`src/rtl/chario_pkg.sv`:
```
`timescale 1ns/1ps
package chario_pkg;

   localparam int SEL_W = 6;

   typedef struct packed {
      logic get_char;
      logic put_char;
      logic skip_in;
      logic skip_out;
      logic irq_on;
      logic irq_off;
   } io_cmd_t;

   function automatic io_cmd_t decode_io(input logic [SEL_W-1:0] sel, input logic en);
      io_cmd_t c;
      c.get_char = en & sel[5];
      c.put_char = en & sel[4];
      c.skip_in  = en & sel[3];
      c.skip_out = en & sel[2];
      c.irq_on   = en & sel[1];
      c.irq_off  = en & sel[0];
      return c;
   endfunction

endpackage

```
`src/rtl/chario_in_port.sv`:
```
`timescale 1ns/1ps
module chario_in_port #(
   parameter int DATA_W = 8
) (
   input  logic              clk,
   input  logic              rst_n,
   input  logic              dev_valid,
   input  logic [DATA_W-1:0] dev_data,
   input  logic              take,
   output logic              flag,
   output logic [DATA_W-1:0] data_q,
   output logic              dropped
);

   generate
      if (DATA_W < 1 || DATA_W > 16) begin : g_bad_width
         $error("chario_in_port: DATA_W out of range");
      end
   endgenerate

   logic accept;
   assign accept  = dev_valid & ~flag;
   assign dropped = dev_valid & flag;

   always_ff @(posedge clk or negedge rst_n) begin
      if (!rst_n) begin
         flag   <= 1'b0;
         data_q <= '0;
      end else begin
         if (accept) data_q <= dev_data;
         if (take)        flag <= 1'b0;
         else if (accept) flag <= 1'b1;
      end
   end

   p_full_holds_r3: assert property (@(posedge clk) disable iff (!rst_n)
      (flag && dev_valid) |=> (data_q == $past(data_q)));

   p_accept_sets_r2: assert property (@(posedge clk) disable iff (!rst_n)
      (dev_valid && !flag && !take) |=> (flag && data_q == $past(dev_data)));

   p_take_clears_r4: assert property (@(posedge clk) disable iff (!rst_n)
      take |=> !flag);

endmodule

```
`src/rtl/chario_out_port.sv`:
```
`timescale 1ns/1ps
module chario_out_port #(
   parameter int DATA_W = 8
) (
   input  logic              clk,
   input  logic              rst_n,
   input  logic              load,
   input  logic [DATA_W-1:0] load_data,
   input  logic              dev_ack,
   output logic              flag,
   output logic [DATA_W-1:0] data_q
);

   generate
      if (DATA_W < 1 || DATA_W > 16) begin : g_bad_width
         $error("chario_out_port: DATA_W out of range");
      end
   endgenerate

   always_ff @(posedge clk or negedge rst_n) begin
      if (!rst_n) begin
         flag   <= 1'b1;
         data_q <= '0;
      end else begin
         if (load) begin
            data_q <= load_data;
            flag   <= 1'b0;
         end else if (dev_ack && !flag) begin
            flag <= 1'b1;
         end
      end
   end

   p_load_clears_r5: assert property (@(posedge clk) disable iff (!rst_n)
      load |=> (!flag && data_q == $past(load_data)));

   p_ack_sets_r5: assert property (@(posedge clk) disable iff (!rst_n)
      (dev_ack && !load) |=> flag);

endmodule

```
`src/rtl/chario_irq_ctrl.sv`:
```
`timescale 1ns/1ps
module chario_irq_ctrl #(
   parameter int T_W = 4
) (
   input  logic           clk,
   input  logic           rst_n,
   input  logic [T_W-1:0] t_state,
   input  logic           irq_on,
   input  logic           irq_off,
   input  logic           flag_in,
   input  logic           flag_out,
   output logic           ien,
   output logic           req,
   output logic           st_save,
   output logic           st_write,
   output logic           st_exit
);

   generate
      if (T_W < 2) begin : g_bad_tw
         $error("chario_irq_ctrl: T_W must cover states 0..3");
      end
   endgenerate

   localparam logic [T_W-1:0] ST0 = T_W'(0);
   localparam logic [T_W-1:0] ST1 = T_W'(1);
   localparam logic [T_W-1:0] ST2 = T_W'(2);

   logic late_state;
   logic want;
   assign late_state = (t_state > ST2);
   assign want       = ien & (flag_in | flag_out) & late_state;

   assign st_save  = req & (t_state == ST0);
   assign st_write = req & (t_state == ST1);
   assign st_exit  = req & (t_state == ST2);

   always_ff @(posedge clk or negedge rst_n) begin
      if (!rst_n) begin
         ien <= 1'b0;
         req <= 1'b0;
      end else begin
         if (st_exit)      ien <= 1'b0;
         else if (irq_off) ien <= 1'b0;
         else if (irq_on)  ien <= 1'b1;

         if (st_exit)   req <= 1'b0;
         else if (want) req <= 1'b1;
      end
   end

   p_request_r8: assert property (@(posedge clk) disable iff (!rst_n)
      (ien && (flag_in || flag_out) && t_state >= 3) |=> req);

   p_exit_clears_r9: assert property (@(posedge clk) disable iff (!rst_n)
      (req && t_state == 2) |=> (!req && !ien));

   p_steps_exclusive_r9: assert property (@(posedge clk) disable iff (!rst_n)
      $onehot0({st_save, st_write, st_exit}));

   p_off_wins_r7: assert property (@(posedge clk) disable iff (!rst_n)
      irq_off |=> !ien);

   p_on_sets_r7: assert property (@(posedge clk) disable iff (!rst_n)
      (irq_on && !irq_off && !st_exit) |=> ien);

endmodule

```
`src/rtl/chario_irq_unit.sv`:
```
`timescale 1ns/1ps
module chario_irq_unit
   import chario_pkg::*;
#(
   parameter int DATA_W = 8,
   parameter int T_W    = 4
) (
   input  logic              clk,
   input  logic              rst_n,
   input  logic [T_W-1:0]    t_state,
   input  logic              io_exec,
   input  logic [5:0]        ir_sel,
   input  logic [DATA_W-1:0] ac_lo,
   input  logic              in_valid,
   input  logic [DATA_W-1:0] in_data,
   output logic              in_ready,
   output logic              overrun,
   output logic [DATA_W-1:0] in_char,
   output logic              ac_lo_load,
   output logic              out_valid,
   output logic [DATA_W-1:0] out_data,
   input  logic              out_ack,
   output logic              pc_skip,
   output logic              int_enable,
   output logic              irq_cycle,
   output logic              int_ar_clr,
   output logic              int_tr_ld,
   output logic              int_mem_wr,
   output logic              int_pc_clr,
   output logic              int_pc_inc,
   output logic              int_sc_clr
);

   io_cmd_t cmd;
   logic    fgi, fgo;
   logic    s_save, s_write, s_exit;

   assign cmd = decode_io(ir_sel, io_exec);

   chario_in_port #(.DATA_W(DATA_W)) u_in (
      .clk(clk), .rst_n(rst_n),
      .dev_valid(in_valid), .dev_data(in_data),
      .take(cmd.get_char),
      .flag(fgi), .data_q(in_char), .dropped(overrun)
   );

   chario_out_port #(.DATA_W(DATA_W)) u_out (
      .clk(clk), .rst_n(rst_n),
      .load(cmd.put_char), .load_data(ac_lo),
      .dev_ack(out_ack),
      .flag(fgo), .data_q(out_data)
   );

   chario_irq_ctrl #(.T_W(T_W)) u_irq (
      .clk(clk), .rst_n(rst_n), .t_state(t_state),
      .irq_on(cmd.irq_on), .irq_off(cmd.irq_off),
      .flag_in(fgi), .flag_out(fgo),
      .ien(int_enable), .req(irq_cycle),
      .st_save(s_save), .st_write(s_write), .st_exit(s_exit)
   );

   assign in_ready   = ~fgi;
   assign out_valid  = ~fgo;
   assign ac_lo_load = cmd.get_char;
   assign pc_skip    = (cmd.skip_in & fgi) | (cmd.skip_out & fgo);

   assign int_ar_clr = s_save;
   assign int_tr_ld  = s_save;
   assign int_mem_wr = s_write;
   assign int_pc_clr = s_write;
   assign int_pc_inc = s_exit;
   assign int_sc_clr = s_exit;

   p_idle_quiet_r10: assert property (@(posedge clk) disable iff (!rst_n)
      !irq_cycle |-> !(int_ar_clr || int_mem_wr || int_pc_inc));

   p_no_exec_no_effect_r10: assert property (@(posedge clk) disable iff (!rst_n)
      !io_exec |-> !(ac_lo_load || pc_skip));

   p_skip_needs_flag_r6: assert property (@(posedge clk) disable iff (!rst_n)
      pc_skip |-> (in_ready == 1'b0 || out_valid == 1'b0));

endmodule

```
`config.mk`:
```
export PLATFORM = sky130hd
export DESIGN_NAME = chario_irq_unit
export DESIGN_NICKNAME = d
export VERILOG_FILES = /design/src/rtl/chario_pkg.sv /design/src/rtl/chario_in_port.sv /design/src/rtl/chario_out_port.sv /design/src/rtl/chario_irq_ctrl.sv /design/src/rtl/chario_irq_unit.sv
export SDC_FILE = /design/constraint.sdc
export NUM_CORES = 1
export LEC_CHECK = 0
export BUFFER_PORTS_ARGS = -buffer_cell sky130_fd_sc_hd__buf_2
export CAP_MARGIN = 0
export CORE_MARGIN = 2
export CORE_UTILIZATION = 43
export CTS_CLUSTER_DIAMETER = 30
export DETAILED_ROUTE_END_ITERATION = 10
export GPL_ROUTABILITY_DRIVEN = 0
export GPL_TIMING_DRIVEN = 0
export PLACE_DENSITY = 0.82
export SLEW_MARGIN = 20
export SYNTH_ARGS = -nofsm -noshare
export SYNTH_HDL_FRONTEND = slang
export SYNTH_SLANG_ARGS = --single-unit
```
`constraint.sdc`:
```
create_clock -name clk -period 1.7 [get_ports clk]
set_input_delay 0.17 -clock clk [delete_from_list [all_inputs] [get_ports clk]]
set_output_delay 0.17 -clock clk [all_outputs]
set_load 0.02 [all_outputs]
```
==> results.json <==
{
  "drt_iter0_drc": 9,
  "clock.fmax_ghz": 0.624,
  "syn_nets": 92,
  "cts.sinks": 20,
  "htree_levels": 1,
  "grt.overflow.total": 0,
  "area_growth_syn_to_layout_pct": 47.0,
  "numPortBuffers": 59,
  "fin_nets": 157,
  "maxCapViolCount": 0,
  "rr_worst_depth": 3,
  "ys_seq_area_share_pct": 56.6,
  "finalSetupViolCount": 0,
  "end_kind": "primary output",
  "hp-class": "input pin to flip-flop",
  "antenna_left": 0,
  "ys_ff_latch": 20,
  "drc": 0,
  "post-route-period-util_pct": 94.3,
  "p_leak_nw": 0.690,
  "path_max_fanout": 4,
  "whs_ns": 0.0492,
  "core_um2": 1960,
  "synth_top_area_cell": "dfrtp_1",
  "fillers": 157,
  "power_density_nw_per_um2": 1070,
  "initial_core_util_pct": 45.2,
  "grt_max_degree": 21,
  "avgSynthCellArea_um2": 14.5,
  "ioPinCount": 60,
  "row_count": 16,
  "die_area_um2": 2440,
  "fin_total_pwr_mw": 1.39,
  "relSlewSlack_pct": 71.4,
  "synth.top_cell.area_share_pct": 53.6,
  "syn_inst": 61,
  "post-place-ws_ns": 0.286,
  "hp-start": "ir_sel[0]",
  "yosysWarnings": 0,
  "die_y_um": 49.4,
  "grt_pass1_vias": 713,
  "crit_path_start": "u_irq.req",
  "clk_pin_slew_ns": 0.11,
  "cts_buffers": 3,
  "finalCriticalPeriod_ns": 1.60,
  "dieWidth_um": 49.4,
  "postCtsSetupBuffers": 0,
  "syn_area_um2": 887,
  "antenna_found_initial": 0,
  "p_seq_share_pct": 43.1,
  "totalWireLength_um": 1970,
  "clk_path_buf_depth": 2,
  "layout-drive-gt1-share_pct": 70.4,
  "first_pass_iters": 4,
  "vdd_drop_max_mv": 0.571,
  "fin_util_pct": 66.5,
  "p_int_uw": 990,
  "switchingPower_uw": 404,
  "tightest_slew_ns": 0.429,
  "clock_latency_ns": 0.29,
  "setup_slack_ns": 0.0974,
  "cts_tree": "built",
  "worstSetupPathType": "flip-flop to primary output",
  "finalMaxSlewViolations": 0,
  "root_buffer": "clkbuf_4",
  "crit_arrival_ns": 1.43,
  "swShare_pct": 29.0,
  "grt_pass1_wl_um": 3290,
  "p_clk_share_pct": 27.4,
  "status": "completed",
  "final.setup.tns_ns": 0,
  "synthDistinctLibCells": 19,
  "finalHoldViolCount": 0,
  "num_vias": 702,
  "timing.rr.start": "u_in.flag",
  "grt_usage_pct": 17.8,
  "diodes": 0,
  "synth_area_leaders": "dfrtp_1, mux2_4, mux2_2",
  "cp-start-kind": "flip-flop",
  "critPathRequiredTime_ns": 1.53,
  "wire_per_inst_um": 13.0,
  "combPwrFrac_pct": 29.5,
  "finalClockSkew_ns": 0.00292,
  "vias_per_cell": 4.62,
  "hold_depth": 2
}
[logic make-up after synthesis]
family,synth area share (%)
compound gates,5.22
mux,25.0
buf+inv,4.65
simple gates,8.60
flops,56.6
[cells in the mapped netlist]
cell,instances
o32a_1,1
mux2_1,1
buf_6,1
a22oi_1,1
dfstp_2,1
nor2_1,2
and3b_2,1
mux2_2,8
nor3b_1,2
mux2_4,8
inv_1,2
a21oi_1,1
a221oi_1,1
dfrtp_1,19
and2_1,3
nor2b_1,3
nand2_2,1
buf_4,3
o21a_1,2
[metrics by stage]
stage                     instance area [µm²]  instances
after floorplan                           892         61
after global placement                   1220        147
after detailed placement                 1220        147
after CTS                                1290        152
after global routing                     1300        152
final                                    1300        152
[path summary, 6_finish.rpt]
path	slack, ns	endpoint
worst max-delay path	0.1	int_tr_ld
worst min-delay path	0.05	u_irq.ien
worst max register to register	0.50	u_in.data_q[5]
worst min register to register	0.51	u_out.data_q[0]
max in group asynchronous	1.03	u_out.flag
min in group asynchronous	0.34	u_in.data_q[3]
[power by group through the flow]
stage	sequential (mW)	clock (mW)	combinational, mW
after floorplan	0.703	0	0.152
after global placement	0.601	0	0.397
after detailed placement	0.610	0	0.404
after CTS	0.600	0.393	0.409
after global routing	0.613	0.424	0.439
final	0.601	0.381	0.412
[area by class of cell]
type	count	area, µm²	area share [%]
Buffer	4	33.8	2.59
Clock buffer	3	22.5	1.73
Clock inverter	1	30.0	2.30
Inverter	2	7.51	0.576
Multi-Input combinational cell	35	367	28.1
Sequential cell	20	502	38.5
Tap cell	27	33.8	2.59
Timing Repair Buffer	60	308	23.6
[worst max-delay path, cell delays in order (launching register included)]
cell     delay, ns
dfrtp_1       0.39
nor3b_4       0.25
nor3b_4       0.24
buf_4         0.13
buf_4         0.12
[layer usage]
metal,track usage [%],part of all wire (%),up-vias
met5,0,0,-
met4,6.48,1.3,0
met3,4.60,6.6,4
met2,31.3,52,30
met1,20.6,40,330
li1,-,-,338
[timing repair]
| item | in CTS | in global routing |
|---|---|---|
| resized for setup | 1 | 3 |
| endpoints found under the hold margin | 19 | 0 |
| endpoints found under the setup margin | 2 | 1 |
| hold buffers | 1 | 0 |
[registers in the layout, summed over array words and instances (netlist names)]
register / cells
u_in.flag: 1
u_irq.ien: 1
u_out.data_q: 8
u_irq.req: 1
u_out.flag: 1
u_in.data_q: 8
[layout by cell type, fill, tap and decap left out]
master,synthesis,final
buf_2,0,58
dfrtp_1,19,19
mux2_2,8,8
mux2_4,8,8
buf_4,3,4
nor2b_1,3,3
and2_1,3,3
clkbuf_4,0,3
inv_1,2,2
nor3b_4,0,2
nor2_1,2,2
o21a_1,2,2
a22oi_1,1,1
and3b_2,1,1
nand2_2,1,1
buf_6,1,1
mux2_1,1,1
o32a_1,1,1
a21oi_1,1,1
a221oi_1,1,1
bufinv_16,0,1
dlygate4sd3_1,0,1
dfstp_2,1,1
Power figures use the tool's default switching activity.
